==> config.mk <==
export PLATFORM = sky130hd
export DESIGN_NAME = vram_phase_arbiter
export DESIGN_NICKNAME = d
export VERILOG_FILES = /design/src/rtl/vram_arb_pkg.sv /design/src/rtl/vram_phase_gen.sv /design/src/rtl/vram_owner_sel.sv /design/src/rtl/vram_bus_mux.sv /design/src/rtl/vram_rd_latch.sv /design/src/rtl/vram_phase_arbiter.sv
export SDC_FILE = /design/constraint.sdc
export NUM_CORES = 1
export LEC_CHECK = 0
export ABC_AREA = 1
export BUFFER_PORTS_ARGS = -buffer_cell sky130_fd_sc_hd__buf_2
export CORE_ASPECT_RATIO = 1.2
export CORE_MARGIN = 4
export CORE_UTILIZATION = 40
export CTS_CLUSTER_DIAMETER = 80
export CTS_CLUSTER_SIZE = 8
export DETAILED_ROUTE_END_ITERATION = 8
export PLACE_DENSITY = 0.78
export SLEW_MARGIN = 10
export SYNTH_ARGS = -nofsm -noshare
export SYNTH_HDL_FRONTEND = slang
export SYNTH_SLANG_ARGS = --single-unit
==> constraint.sdc <==
create_clock -name clk -period 1.4 [get_ports clk]
set_input_delay 0.07 -clock clk [delete_from_list [all_inputs] [get_ports clk]]
set_output_delay 0.07 -clock clk [all_outputs]
set_load 0.05 [all_outputs]
==> src/rtl/vram_arb_pkg.sv <==
package vram_arb_pkg;

  typedef enum logic {
    SHARE_INTERLEAVE = 1'b0,
    SHARE_BLANK_ONLY = 1'b1
  } share_mode_e;

  typedef struct packed {
    logic phi2;       // phase the next output tick shows
    logic at_rise;    // first tick of the processor phase
    logic at_fall;    // first tick of the display phase
    logic wr_window;  // tick lies inside the delayed write window
  } phase_info_t;

endpackage

==> src/rtl/vram_phase_gen.sv <==
module vram_phase_gen
  import vram_arb_pkg::*;
#(
  parameter int unsigned CYC_TICKS = 8,
  parameter int unsigned WE_DLY    = 1
) (
  input  logic        clk,
  input  logic        rst,
  output phase_info_t ph
);
  localparam int unsigned HALF = CYC_TICKS / 2;
  localparam int unsigned CW   = $clog2(CYC_TICKS);
  localparam logic [CW-1:0] LAST  = CW'(CYC_TICKS - 1);
  localparam logic [CW-1:0] HIGH0 = CW'(HALF);
  localparam logic [CW-1:0] WROPN = CW'(HALF + WE_DLY);

  logic [CW-1:0] cnt;

  always_ff @(posedge clk) begin
    if (rst)              cnt <= '0;
    else if (cnt == LAST) cnt <= '0;
    else                  cnt <= cnt + 1'b1;
  end

  always_comb begin
    ph.phi2      = (cnt >= HIGH0);
    ph.at_rise   = (cnt == HIGH0);
    ph.at_fall   = (cnt == '0);
    ph.wr_window = (cnt >= WROPN);
  end
endmodule

==> src/rtl/vram_owner_sel.sv <==
module vram_owner_sel
  import vram_arb_pkg::*;
(
  input  logic        clk,
  input  logic        rst,
  input  logic        phi2_nxt,
  input  logic        at_rise,
  input  share_mode_e mode,
  input  logic        disp_en,
  output logic        own,
  output logic        rdy_nxt
);
  logic grant_q;
  logic grant_now;
  logic may_enter;

  always_comb begin
    may_enter = (mode == SHARE_INTERLEAVE) || !disp_en;
    grant_now = at_rise ? may_enter : grant_q;
    own       = phi2_nxt && grant_now;
    rdy_nxt   = may_enter;
  end

  always_ff @(posedge clk) begin
    if (rst) grant_q <= 1'b0;
    else     grant_q <= grant_now;
  end
endmodule

==> src/rtl/vram_bus_mux.sv <==
module vram_bus_mux #(
  parameter int unsigned AW = 13,
  parameter int unsigned DW = 8
) (
  input  logic          clk,
  input  logic          rst,
  input  logic          own,
  input  logic          wr_window,
  input  logic [AW-1:0] cpu_addr,
  input  logic [DW-1:0] cpu_wdata,
  input  logic          cpu_rw,
  input  logic [AW-1:0] crtc_addr,
  output logic [AW-1:0] ram_addr,
  output logic [DW-1:0] ram_wdata,
  output logic          ram_we,
  output logic          ram_oe,
  output logic          cpu_data_en,
  output logic          cpu_be,
  output logic          cpu_rd_q
);
  logic          wr_cyc;
  logic          we_nxt;
  logic [AW-1:0] addr_nxt;
  logic [DW-1:0] wd_nxt;

  always_comb begin
    wr_cyc   = own && !cpu_rw;
    we_nxt   = wr_cyc && wr_window;
    addr_nxt = own ? cpu_addr : crtc_addr;
    wd_nxt   = wr_cyc ? cpu_wdata : '0;
  end

  always_ff @(posedge clk) begin
    if (rst) begin
      ram_addr    <= '0;
      ram_wdata   <= '0;
      ram_we      <= 1'b0;
      ram_oe      <= 1'b0;
      cpu_data_en <= 1'b0;
      cpu_be      <= 1'b0;
      cpu_rd_q    <= 1'b0;
    end else begin
      ram_addr    <= addr_nxt;
      ram_wdata   <= wd_nxt;
      ram_we      <= we_nxt;
      ram_oe      <= !we_nxt;
      cpu_data_en <= own;
      cpu_be      <= own;
      cpu_rd_q    <= own && cpu_rw;
    end
  end
endmodule

==> src/rtl/vram_rd_latch.sv <==
module vram_rd_latch #(
  parameter int unsigned DW = 8
) (
  input  logic          clk,
  input  logic          rst,
  input  logic          at_rise,
  input  logic          at_fall,
  input  logic          cpu_rd_q,
  input  logic [DW-1:0] ram_rdata,
  output logic [DW-1:0] vid_data,
  output logic [DW-1:0] cpu_rdata
);
  always_ff @(posedge clk) begin
    if (rst) begin
      vid_data  <= '0;
      cpu_rdata <= '0;
    end else begin
      if (at_rise)             vid_data  <= ram_rdata;
      if (at_fall && cpu_rd_q) cpu_rdata <= ram_rdata;
    end
  end
endmodule

==> src/rtl/vram_phase_arbiter.sv <==
module vram_phase_arbiter
  import vram_arb_pkg::*;
#(
  parameter int unsigned AW        = 13,
  parameter int unsigned DW        = 8,
  parameter int unsigned CYC_TICKS = 8,
  parameter int unsigned WE_DLY    = 1
) (
  input  logic          clk,
  input  logic          rst,
  input  logic          blank_only,
  input  logic          disp_en,
  input  logic [AW-1:0] cpu_addr,
  input  logic [DW-1:0] cpu_wdata,
  input  logic          cpu_rw,
  input  logic [AW-1:0] crtc_addr,
  input  logic [DW-1:0] ram_rdata,
  output logic          phi2,
  output logic          char_clk,
  output logic          cpu_rdy,
  output logic          cpu_be,
  output logic          cpu_data_en,
  output logic [DW-1:0] cpu_rdata,
  output logic [AW-1:0] ram_addr,
  output logic [DW-1:0] ram_wdata,
  output logic          ram_we,
  output logic          ram_oe,
  output logic          ram_cs,
  output logic [DW-1:0] vid_data
);
  phase_info_t ph;
  share_mode_e mode;
  logic        own;
  logic        rdy_nxt;
  logic        cpu_rd_q;

  assign mode = share_mode_e'(blank_only);

  vram_phase_gen #(.CYC_TICKS(CYC_TICKS), .WE_DLY(WE_DLY)) u_phase (
    .clk(clk), .rst(rst), .ph(ph)
  );

  vram_owner_sel u_owner (
    .clk(clk), .rst(rst), .phi2_nxt(ph.phi2), .at_rise(ph.at_rise),
    .mode(mode), .disp_en(disp_en), .own(own), .rdy_nxt(rdy_nxt)
  );

  vram_bus_mux #(.AW(AW), .DW(DW)) u_mux (
    .clk(clk), .rst(rst), .own(own), .wr_window(ph.wr_window),
    .cpu_addr(cpu_addr), .cpu_wdata(cpu_wdata), .cpu_rw(cpu_rw),
    .crtc_addr(crtc_addr), .ram_addr(ram_addr), .ram_wdata(ram_wdata),
    .ram_we(ram_we), .ram_oe(ram_oe), .cpu_data_en(cpu_data_en),
    .cpu_be(cpu_be), .cpu_rd_q(cpu_rd_q)
  );

  vram_rd_latch #(.DW(DW)) u_latch (
    .clk(clk), .rst(rst), .at_rise(ph.at_rise), .at_fall(ph.at_fall),
    .cpu_rd_q(cpu_rd_q), .ram_rdata(ram_rdata),
    .vid_data(vid_data), .cpu_rdata(cpu_rdata)
  );

  always_ff @(posedge clk) begin
    if (rst) begin
      phi2     <= 1'b0;
      char_clk <= 1'b0;
      cpu_rdy  <= 1'b0;
      ram_cs   <= 1'b0;
    end else begin
      phi2     <= ph.phi2;
      char_clk <= (mode == SHARE_BLANK_ONLY) ? ph.phi2 : !ph.phi2;
      cpu_rdy  <= rdy_nxt;
      ram_cs   <= 1'b1;
    end
  end
endmodule

==> results.py, run 1 <==
metrics = {
    "run_status": {
        "outcome": "finished clean",
    },
    "floorplan": {
        "fp.dieH_um": 84.77,
        "start_util_pct": 42.14,
        "dieArea_um2": 6101,
        "rows": 27,
        "ioPinCount": 92,
        "core_um2": 4662,
        "die_w_um": 71.97,
    },
    "pwr": {
        "p_sw_w": 0.0007963,
        "pwr-share-seq_pct": 53.1,
        "clkPwrFrac_pct": 28.4,
        "sw_frac_of_total_pct": 28.76,
        "p_comb_share_pct": 18.6,
        "ir_worst_vdd_mv": 0.4957,
        "power.leakage_nw": 1.564,
        "p_int_w": 0.001973,
        "p_per_area_nw_per_um2": 1004,
    },
    "timing": {
        "fin_ws_ns": 0.07908,
        "setup_viol": 0,
        "timing.fmax_mhz": 757.1,
        "max_slew_margin_pct": 49.25,
        "hold_viol": 0,
        "fin_crit_ns": 1.321,
        "setup_tns_ns": 0,
        "min_period_over_period_pct": 94.35,
        "hold_ws_ns": 0.03168,
        "worst_pin_slew_ns": 0.7604,
        "fin_worst_skew_ns": 0.003951,
        "slew_violations": 0,
    },
    "clock_tree": {
        "tritoncts": "done",
        "clk_pin_slew_ns": 0.08,
        "numCtsBuffers": 5,
        "clk_latency_ns": 0.29,
        "cts.sinks": 49,
        "clockRootBuffer": "clkbuf_8",
        "ctsLongestPathBuffers": 2,
        "cts.htree.levels": 2,
    },
    "cells_and_area": {
        "fin_area_um2": 2759,
        "num_antenna_cells": 0,
        "layout_commonest_cell": "buf_2",
        "syn_to_final_growth_pct": 40.45,
        "fin_cells": 423,
        "drive_above_1_share_pct": 35.34,
        "most-common-layout-cells": "buf_2 (91), nor2_1 (63), inv_1 (56)",
        "nets": 415,
        "nFillCells": 425,
    },
    "job": {
        "maxCapViolCount": 0,
    },
    "global_route": {
        "grtUsageTotal_pct": 15.08,
        "antenna_found_initial": 0,
        "grt_pass1_vias": 1647,
        "grt_pass1_wl_um": 7245,
        "grt_max_degree": 31,
        "grt_overflow_total": 0,
    },
    "synth": {
        "syn_nets": 305,
        "syn_area_per_cell_um2": 7.734,
        "ys_seq_area_share_pct": 49.94,
        "synth_warnings": 0,
        "synth_area_um2": 1964,
        "synth_top_family_by_area": "simple AND/OR/NAND/NOR gates",
        "synth_xor_area_share_pct": 0.4459,
        "yosysUniqueCellTypes": 19,
        "synth_top_area_share_pct": 49.94,
        "ys_seq_elements": 49,
        "synth_area_leader_cell": "dfxtp_1",
        "synth_compound_area_share_pct": 4.076,
        "synth_mux_area_share_pct": 0,
        "yosys-top-cells-area": "dfxtp_1 (50%), nor2_1 (12%), inv_1 (11%)",
        "synth-simple-area-share_pct": 28.22,
        "syn_inst": 254,
        "synth_fa_ha_area_share_pct": 2.548,
    },
    "drt": {
        "remaining_drc_errors": 0,
        "drtPass1Iterations": 4,
        "drt_wl_total_um": 4828,
        "drtIter0Drc": 97,
        "vias": 1848,
        "avgViaCountPerCell": 4.369,
        "antenna_left": 0,
        "wire_per_inst_um": 11.41,
    },
    "worst_hold_path": {
        "hold_start": "ram_rdata[5]",
        "hold_class": "in -> reg",
    },
    "place": {
        "port_buffers": 91,
        "place_ws_ns": -0.03586,
        "dpl.cell_count": 399,
        "dpl_cell_area_um2": 2475,
        "place_congestion": 0.7537,
        "hpwl_um": 3441,
    },
    "critical_path": {
        "r2r_start": "u_phase.cnt[0]",
        "end_kind": "flop",
        "worstSetupPathType": "reg -> reg",
        "cp.arrival_ns": 1.55,
        "path_max_fanout": 6,
        "slowest_delay_ns": 0.33,
        "start_kind": "flop",
        "worstPathRequired_ns": 1.63,
        "crit_start": "u_phase.cnt[0]",
        "cp_cell_sequence": "inv_1, ha_4, nand2_8, clkinv_8, nand2_8, nand3_2, nand2_1, inv_1, nor2_1",
        "crit_slowest_cell": "dfxtp_1",
    },
}
area by class of cell:
| class | count | area, um2 | share of cell area [%] |
|---|---|---|---|
| sequential | 49 | 983.4 | 35.65 |
| inverter | 58 | 230.2 | 8.345 |
| multi-input combinational | 139 | 735.7 | 26.67 |
| clock buffer | 6 | 72.57 | 2.630 |
| tap | 58 | 72.57 | 2.630 |
| clock inverter | 2 | 10.01 | 0.3628 |
| timing repair buffer | 111 | 654.4 | 23.72 |
cells in the mapped netlist (all sizes together):
master	n
inv	58
xor2	1
nand3	2
nor3	2
dfxtp	49
nand4	14
nand2	33
or2	1
clkbuf	2
buf	8
o21ai	16
nor2	64
ha	4
worst paths after layout:
path	cells past startpoint	end	slack, ns
worst max-delay path	9	u_mux.ram_addr[9]	0.08
worst min-delay path	3	u_latch.cpu_rdata[5]	0.03
worst min register to register	2	u_latch.cpu_rdata[5]	0.48
worst max register to register	9	u_mux.ram_addr[9]	0.08
sequential cells by signal, indices dropped and copies added, names as in the netlist:
name / cells
char_clk: 1
cpu_rdy: 1
phi2: 1
ram_cs: 1
u_latch.cpu_rdata: 8
u_latch.vid_data: 8
u_mux.cpu_data_en: 1
u_mux.cpu_rd_q: 1
u_mux.ram_addr: 13
u_mux.ram_oe: 1
u_mux.ram_wdata: 8
u_mux.ram_we: 1
u_owner.grant_q: 1
u_phase.cnt: 3
critical path: cells and delay by family, from the launching register on:
family / cells / cell delay (ns)
buf+inv: 3 / 0.18
flops: 1 / 0.33
fa+ha+maj: 1 / 0.18
simple gates: 5 / 0.57
layer usage:
layer  vias up  global-route usage (%)  wire length [um]
met3         4                   3.832               360
met2        70                   27.42              2461
li1        973                       -                 -
met4         0                   5.812                66
met1       801                   16.42              1939
met5         -                       0                 0
kinds of logic (layout without fill, tap and decap cells):
| family | Yosys count | after routing |
|---|---|---|
| AND/OR/NAND/NOR | 116 | 118 |
| buffers and inverters | 68 | 177 |
| flip-flops | 49 | 49 |
| AO/OA/AOI/OAI | 16 | 16 |
| adder cells (fa/ha/maj) | 4 | 4 |
| XOR/XNOR | 1 | 1 |
power groups by stage:
stage | Combinational, W | Clock, W | Sequential [W]
final | 0.000514 | 0.000786 | 0.00147
after global routing | 0.000562 | 0.000884 | 0.00148
after CTS | 0.000496 | 0.000812 | 0.00147
after detailed placement | 0.000471 | 0 | 0.00150
after global placement | 0.000464 | 0 | 0.00150
after floorplan | 0.000180 | 0 | 0.00164
metrics by stage:
stage                     power [W]  utilization (%)
after floorplan            0.001824                -
after global placement     0.001963            53.09
after detailed placement   0.001971            53.09
after CTS                  0.002777            56.95
after global routing       0.002922            59.18
final                      0.002769            59.18
repair_timing:
| action | CTS | global route |
|---|---|---|
| cloned | 0 | 3 |
| endpoints found under the setup margin | 22 | 17 |
| pin swaps | 1 | 1 |
| resized for setup | 2 | 8 |
| setup buffers | 1 | 4 |
| hold endpoints to repair | 8 | 0 |
| hold buffers | 8 | 0 |
(Power assumes the default switching activity.)
==> run 2: changes to the inputs <==
--- a/config.mk
+++ b/config.mk
@@ -6,11 +6,11 @@
 export NUM_CORES = 1
 export LEC_CHECK = 0
 export ABC_AREA = 1
-export BUFFER_PORTS_ARGS = -buffer_cell sky130_fd_sc_hd__buf_2
+export BUFFER_PORTS_ARGS = -buffer_cell sky130_fd_sc_hd__clkbuf_2
 export CORE_ASPECT_RATIO = 1.2
 export CORE_MARGIN = 4
 export CORE_UTILIZATION = 40
-export CTS_CLUSTER_DIAMETER = 80
+export CTS_CLUSTER_DIAMETER = 40
 export CTS_CLUSTER_SIZE = 8
 export DETAILED_ROUTE_END_ITERATION = 8
 export PLACE_DENSITY = 0.78
==> results.py, run 2 (same netlist as run 1, synthesis figures left out) <==
metrics = {
    "place": {
        "dpl_cell_area_um2": 2467,
        "place_congestion": 0.7302,
        "port_buffers": 91,
        "hpwl_um": 3373,
    },
    "floorplan": {
        "fp.dieH_um": 84.77,
        "ioPinCount": 92,
        "start_util_pct": 42.14,
        "die_w_um": 71.97,
        "rows": 27,
        "core_um2": 4662,
        "dieArea_um2": 6101,
    },
    "clock_tree": {
        "cts.sinks": 49,
        "clk_latency_ns": 0.29,
        "tritoncts": "done",
        "clk_pin_slew_ns": 0.08,
        "cts.htree.levels": 2,
        "ctsLongestPathBuffers": 2,
        "numCtsBuffers": 5,
        "clockRootBuffer": "clkbuf_8",
    },
    "critical_path": {
        "start_kind": "flop",
        "path_max_fanout": 5,
        "cp.arrival_ns": 1.54,
        "reg2reg_slack_ns": 0.05,
        "r2r_start": "u_phase.cnt[0]",
        "reg2reg_to": "u_latch.vid_data[3]",
        "r2r_cells": 7,
        "worstPathRequired_ns": 1.59,
        "end_kind": "flop",
        "worstSetupPathType": "reg -> reg",
    },
    "pwr": {
        "ir_worst_vdd_mv": 0.4909,
        "power.leakage_nw": 1.551,
        "p_per_area_nw_per_um2": 1079,
    },
    "drt": {
        "avgViaCountPerCell": 4.360,
        "drt_wl_total_um": 4822,
        "wire_per_inst_um": 11.43,
        "drtPass1Iterations": 4,
        "vias": 1840,
        "antenna_left": 0,
        "drtIter0Drc": 110,
        "remaining_drc_errors": 0,
    },
    "timing": {
        "hold_viol": 0,
        "timing.fmax_mhz": 739.0,
        "setup_tns_ns": 0,
        "setup_viol": 0,
        "min_period_over_period_pct": 96.66,
        "slew_violations": 0,
        "fin_crit_ns": 1.353,
        "worst_pin_slew_ns": 0.7366,
        "fin_worst_skew_ns": 0.002871,
        "max_slew_margin_pct": 50.84,
    },
    "global_route": {
        "grt_overflow_total": 0,
        "grt_max_degree": 31,
        "grt_pass1_wl_um": 7217,
        "grtUsageTotal_pct": 14.95,
        "antenna_found_initial": 0,
        "grt_pass1_vias": 1609,
    },
    "cells_and_area": {
        "drive_above_1_share_pct": 35.16,
        "syn_to_final_growth_pct": 41.72,
        "most-common-layout-cells": "clkbuf_2 (91), nor2_1 (64), inv_1 (56)",
        "largest_reg_flops": 13,
        "num_antenna_cells": 0,
        "nets": 414,
        "fin_area_um2": 2784,
        "layout_commonest_cell": "clkbuf_2",
        "top_register": "u_mux.ram_addr",
    },
    "worst_hold_path": {
        "hold-path-cell-count": 3,
        "hold_path_end": "char_clk",
        "hold_start": "blank_only",
        "hold_class": "in -> reg",
    },
    "run_status": {
        "outcome": "finished clean",
    },
    "job": {
        "maxCapViolCount": 0,
    },
}
[run 2: worst max path at each step]
stage	from	end	slack [ns]	depth (start not counted)
global route	u_phase.cnt[0]	u_latch.vid_data[3]	-0.04	7
floorplan	u_phase.cnt[0]	u_mux.ram_oe	0.05	9
detailed placement	u_phase.cnt[1]	u_mux.ram_wdata[2]	-0.05	6
CTS	u_phase.cnt[2]	u_mux.ram_addr[2]	0.003	5
finish	u_phase.cnt[0]	u_latch.vid_data[3]	0.05	7
global placement	u_phase.cnt[1]	u_mux.ram_oe	0.02	7
[run 2: what timing repair did]
| action | CTS | global route |
|---|---|---|
| gates resized for setup | 2 | 8 |
| setup buffers | 1 | 4 |
| cloned | 0 | 3 |
| setup endpoints to repair | 22 | 16 |
| endpoints found under the hold margin | 8 | 0 |
| hold buffers | 8 | 0 |
| pin swaps | 1 | 1 |
[run 2: cell type report]
type,count,area (um2)
Clock buffer,7,86.33
Sequential cell,49,984.7
Inverter,58,230.2
Tap cell,58,72.57
Clock inverter,1,30.03
Timing Repair Buffer,110,646.9
Fill cell,420,1878
Multi-Input combinational cell,139,733.2
[run 2: worst max-delay path: stages, from the launching register on]
cell and delay (ns):
dfxtp_2 0.33, inv_1 0.09, ha_4 0.18, nand2_8 0.09, buf_4 0.15, buf_4 0.13, o21ai_0 0.21, nor2_1 0.07
[run 2: layer usage]
layer	track usage (%)	wire length (um)	part of all wire, %	vias up
li1	-	-	-	973
met1	17.18	1964	41	800
met2	25.92	2403	50	62
met3	4.192	389	8.1	5
met4	5.641	64	1.3	0
met5	0	0	0	-
[run 2: through the flow]
step	std cells	setup WS [ns]	total power, W	hold slack [ns]	util [%]
2_1_floorplan	254	0.04828	0.001824	0.1822	-
3_3_place_gp	398	0.02396	0.001958	0.2712	52.93
3_5_place_dp	398	-0.05079	0.001965	0.2721	52.93
4_1_cts	415	0.003272	0.003015	0.03308	57.51
5_1_grt	422	-0.04051	0.003147	0.04083	59.72
6_report	422	0.04682	0.003004	0.03940	59.72
[run 2: report_power, final]
| group | leakage [nW] | switching (W) | internal (W) | total [W] |
|---|---|---|---|---|
| Combinational | 1.09 | 0.000334 | 0.000175 | 0.000509 |
| Sequential | 0.402 | 0.0000248 | 0.00145 | 0.00147 |
| Clock | 0.0585 | 0.000442 | 0.000582 | 0.00102 |
==> run 3: changes to the inputs <==
--- a/config.mk
+++ b/config.mk
@@ -13,8 +13,9 @@
 export CTS_CLUSTER_DIAMETER = 40
 export CTS_CLUSTER_SIZE = 8
 export DETAILED_ROUTE_END_ITERATION = 8
-export PLACE_DENSITY = 0.78
+export PLACE_DENSITY = 0.75
 export SLEW_MARGIN = 10
 export SYNTH_ARGS = -nofsm -noshare
 export SYNTH_HDL_FRONTEND = slang
 export SYNTH_SLANG_ARGS = --single-unit
+export TNS_END_PERCENT = 1
==> constraint.sdc (replaced) <==
create_clock -name clk -period 1.6 [get_ports clk]
set_input_delay 0.08 -clock clk [delete_from_list [all_inputs] [get_ports clk]]
set_output_delay 0.08 -clock clk [all_outputs]
set_load 0.05 [all_outputs]
==> results.py, run 3 (same netlist as run 1, synthesis figures left out) <==
metrics = {
    "worst_hold_path": {
        "hold_class": "in -> reg",
        "hold_start": "blank_only",
        "hold_path_end": "char_clk",
        "hold-path-cell-count": 3,
    },
    "drt": {
        "vias": 1768,
        "drtIter0Drc": 67,
        "m1WireLength_um": 1759,
        "remaining_drc_errors": 0,
        "highest_layer": "met4",
        "antenna_left": 0,
        "wire_per_inst_um": 10.63,
        "drtPass1Iterations": 4,
        "avgViaCountPerCell": 4.281,
        "met3_wirelength_um": 359,
        "drt_wl_total_um": 4391,
        "route.met2.wl_um": 2196,
    },
    "pwr": {
        "p_int_w": 0.001715,
        "clkPwrFrac_pct": 29.3,
        "pwr-share-seq_pct": 53.1,
        "p_comb_share_pct": 17.6,
        "sw_frac_of_total_pct": 29.11,
        "p_per_area_nw_per_um2": 917.1,
        "power.leakage_nw": 1.479,
        "ir_worst_vdd_mv": 0.4503,
        "p_sw_w": 0.0007042,
    },
    "cells_and_area": {
        "num_antenna_cells": 0,
        "nFillCells": 457,
        "top_register": "u_mux.ram_addr",
        "nets": 405,
        "largest_reg_flops": 13,
        "multi_input_area_um2": 705.7,
        "syn_to_final_growth_pct": 34.27,
        "drive_above_1_share_pct": 32.68,
        "layout_commonest_cell": "clkbuf_2",
        "most-common-layout-cells": "clkbuf_2 (91), nor2_1 (64), inv_1 (56)",
        "regArea_um2": 980.9,
    },
    "global_route": {
        "grt_pass1_vias": 1655,
        "antenna_found_initial": 0,
        "grt_overflow_total": 0,
        "grt_max_degree": 21,
        "grt_pass1_wl_um": 7217,
        "grtUsageTotal_pct": 14.86,
    },
    "floorplan": {
        "rows": 27,
        "fp.dieH_um": 84.77,
        "core_um2": 4662,
        "ioPinCount": 92,
        "dieArea_um2": 6101,
        "start_util_pct": 42.14,
        "die_w_um": 71.97,
    },
    "place": {
        "port_buffers": 91,
        "place_ws_ns": 0.05378,
        "place_congestion": 0.7160,
        "hpwl_um": 3334,
    },
    "clock_tree": {
        "clockRootBuffer": "clkbuf_8",
        "cts.sinks": 49,
        "ctsLongestPathBuffers": 2,
        "cts.htree.levels": 2,
        "clk_latency_ns": 0.30,
        "clk_pin_slew_ns": 0.09,
        "numCtsBuffers": 5,
        "tritoncts": "done",
    },
    "critical_path": {
        "r2r_cells": 9,
        "reg2reg_slack_ns": 0.15,
        "worstPathRequired_ns": 1.83,
        "cp_cell_sequence": "inv_1, ha_4, nand2_8, inv_8, nand2_8, nand3_4, nand2_2, inv_1, nor2_1",
        "worstSetupPathType": "reg -> reg",
        "start_kind": "flop",
        "end_kind": "flop",
        "cp.buffers_inverters": 3,
        "crit_slowest_cell": "dfxtp_1",
        "reg2reg_to": "u_mux.ram_addr[4]",
        "cp.arrival_ns": 1.68,
        "cpLargestDelayFamily": "simple AND/OR/NAND/NOR gates",
        "slowest_delay_ns": 0.34,
        "r2r_start": "u_phase.cnt[1]",
        "path_max_fanout": 17,
        "cp.depth": 9,
    },
    "timing": {
        "timing.fmax_mhz": 690.5,
        "fin_ws_ns": 0.1518,
        "setup_viol": 0,
        "setup_tns_ns": 0,
        "rsz0062_at_grt": "false",
        "fin_worst_skew_ns": 0.003447,
        "slew_violations": 0,
        "hold_viol": 0,
        "max_slew_margin_pct": 68.40,
        "min_period_over_period_pct": 90.51,
        "fin_crit_ns": 1.448,
        "worst_pin_slew_ns": 0.4735,
    },
    "job": {
        "maxCapViolCount": 0,
    },
    "run_status": {
        "outcome": "finished clean",
    },
}
-- run 3: per-layer routing --
| layer | track usage [%] | vias to the layer above |
|---|---|---|
| met5 | 0 | - |
| met2 | 26.17 | 63 |
| met4 | 5.641 | 0 |
| met3 | 4.311 | 6 |
| met1 | 16.63 | 751 |
| li1 | - | 948 |
-- run 3: final cells by class --
class | instances | share of cell area, %
sequential | 49 | 37.19
clock inverter | 2 | 0.5693
multi-input combinational | 137 | 26.76
inverter | 58 | 8.539
tap | 58 | 2.751
timing repair buffer | 103 | 21.44
clock buffer | 6 | 2.751
-- run 3: power groups by stage --
stage | Sequential (W) | Clock, W | Combinational (W)
floorplan | 0.00144 | 0 | 0.000156
global placement | 0.00131 | 0 | 0.000399
detailed placement | 0.00131 | 0 | 0.000405
CTS | 0.00128 | 0.000734 | 0.000421
global route | 0.00129 | 0.000781 | 0.000467
finish | 0.00128 | 0.000709 | 0.000426
-- run 3: worst max path at each step --
stage                               from            endpoint  slack, ns
after global placement    u_phase.cnt[1]        u_mux.ram_oe       0.12
after floorplan           u_phase.cnt[0]        u_mux.ram_oe       0.19
final                     u_phase.cnt[1]   u_mux.ram_addr[4]       0.15
after CTS                 u_phase.cnt[1]  u_mux.ram_wdata[3]       0.03
after detailed placement  u_phase.cnt[1]  u_mux.ram_wdata[3]       0.05
after global routing      u_phase.cnt[1]        u_mux.ram_oe      0.002
-- run 3: repair_timing --
| action | CTS | global route |
|---|---|---|
| hold buffers | 8 | 0 |
| resized for setup | 0 | 3 |
| buffers inserted | 0 | 1 |
| endpoints found under the setup margin | 0 | 32 |
| endpoints found under the hold margin | 8 | 0 |
-- run 3: worst min-delay path, stage by stage --
cell      delay, ns
clkbuf_2       0.10
xor2_1         0.06
nor2_1         0.07
-- run 3: per-stage QoR --
stage          area (um2)  total power (W)  cells  hold slack [ns]  utilization (%)
3_3_place_gp         2450         0.001712    396           0.2855            52.55
2_1_floorplan        1964         0.001595    254           0.1922                -
4_1_cts              2618         0.002440    412          0.04023            56.15
5_1_grt              2638         0.002536    413          0.04286            56.58
3_5_place_dp         2450         0.001717    396           0.2836            52.55
6_report             2638         0.002419    413          0.04728            56.58
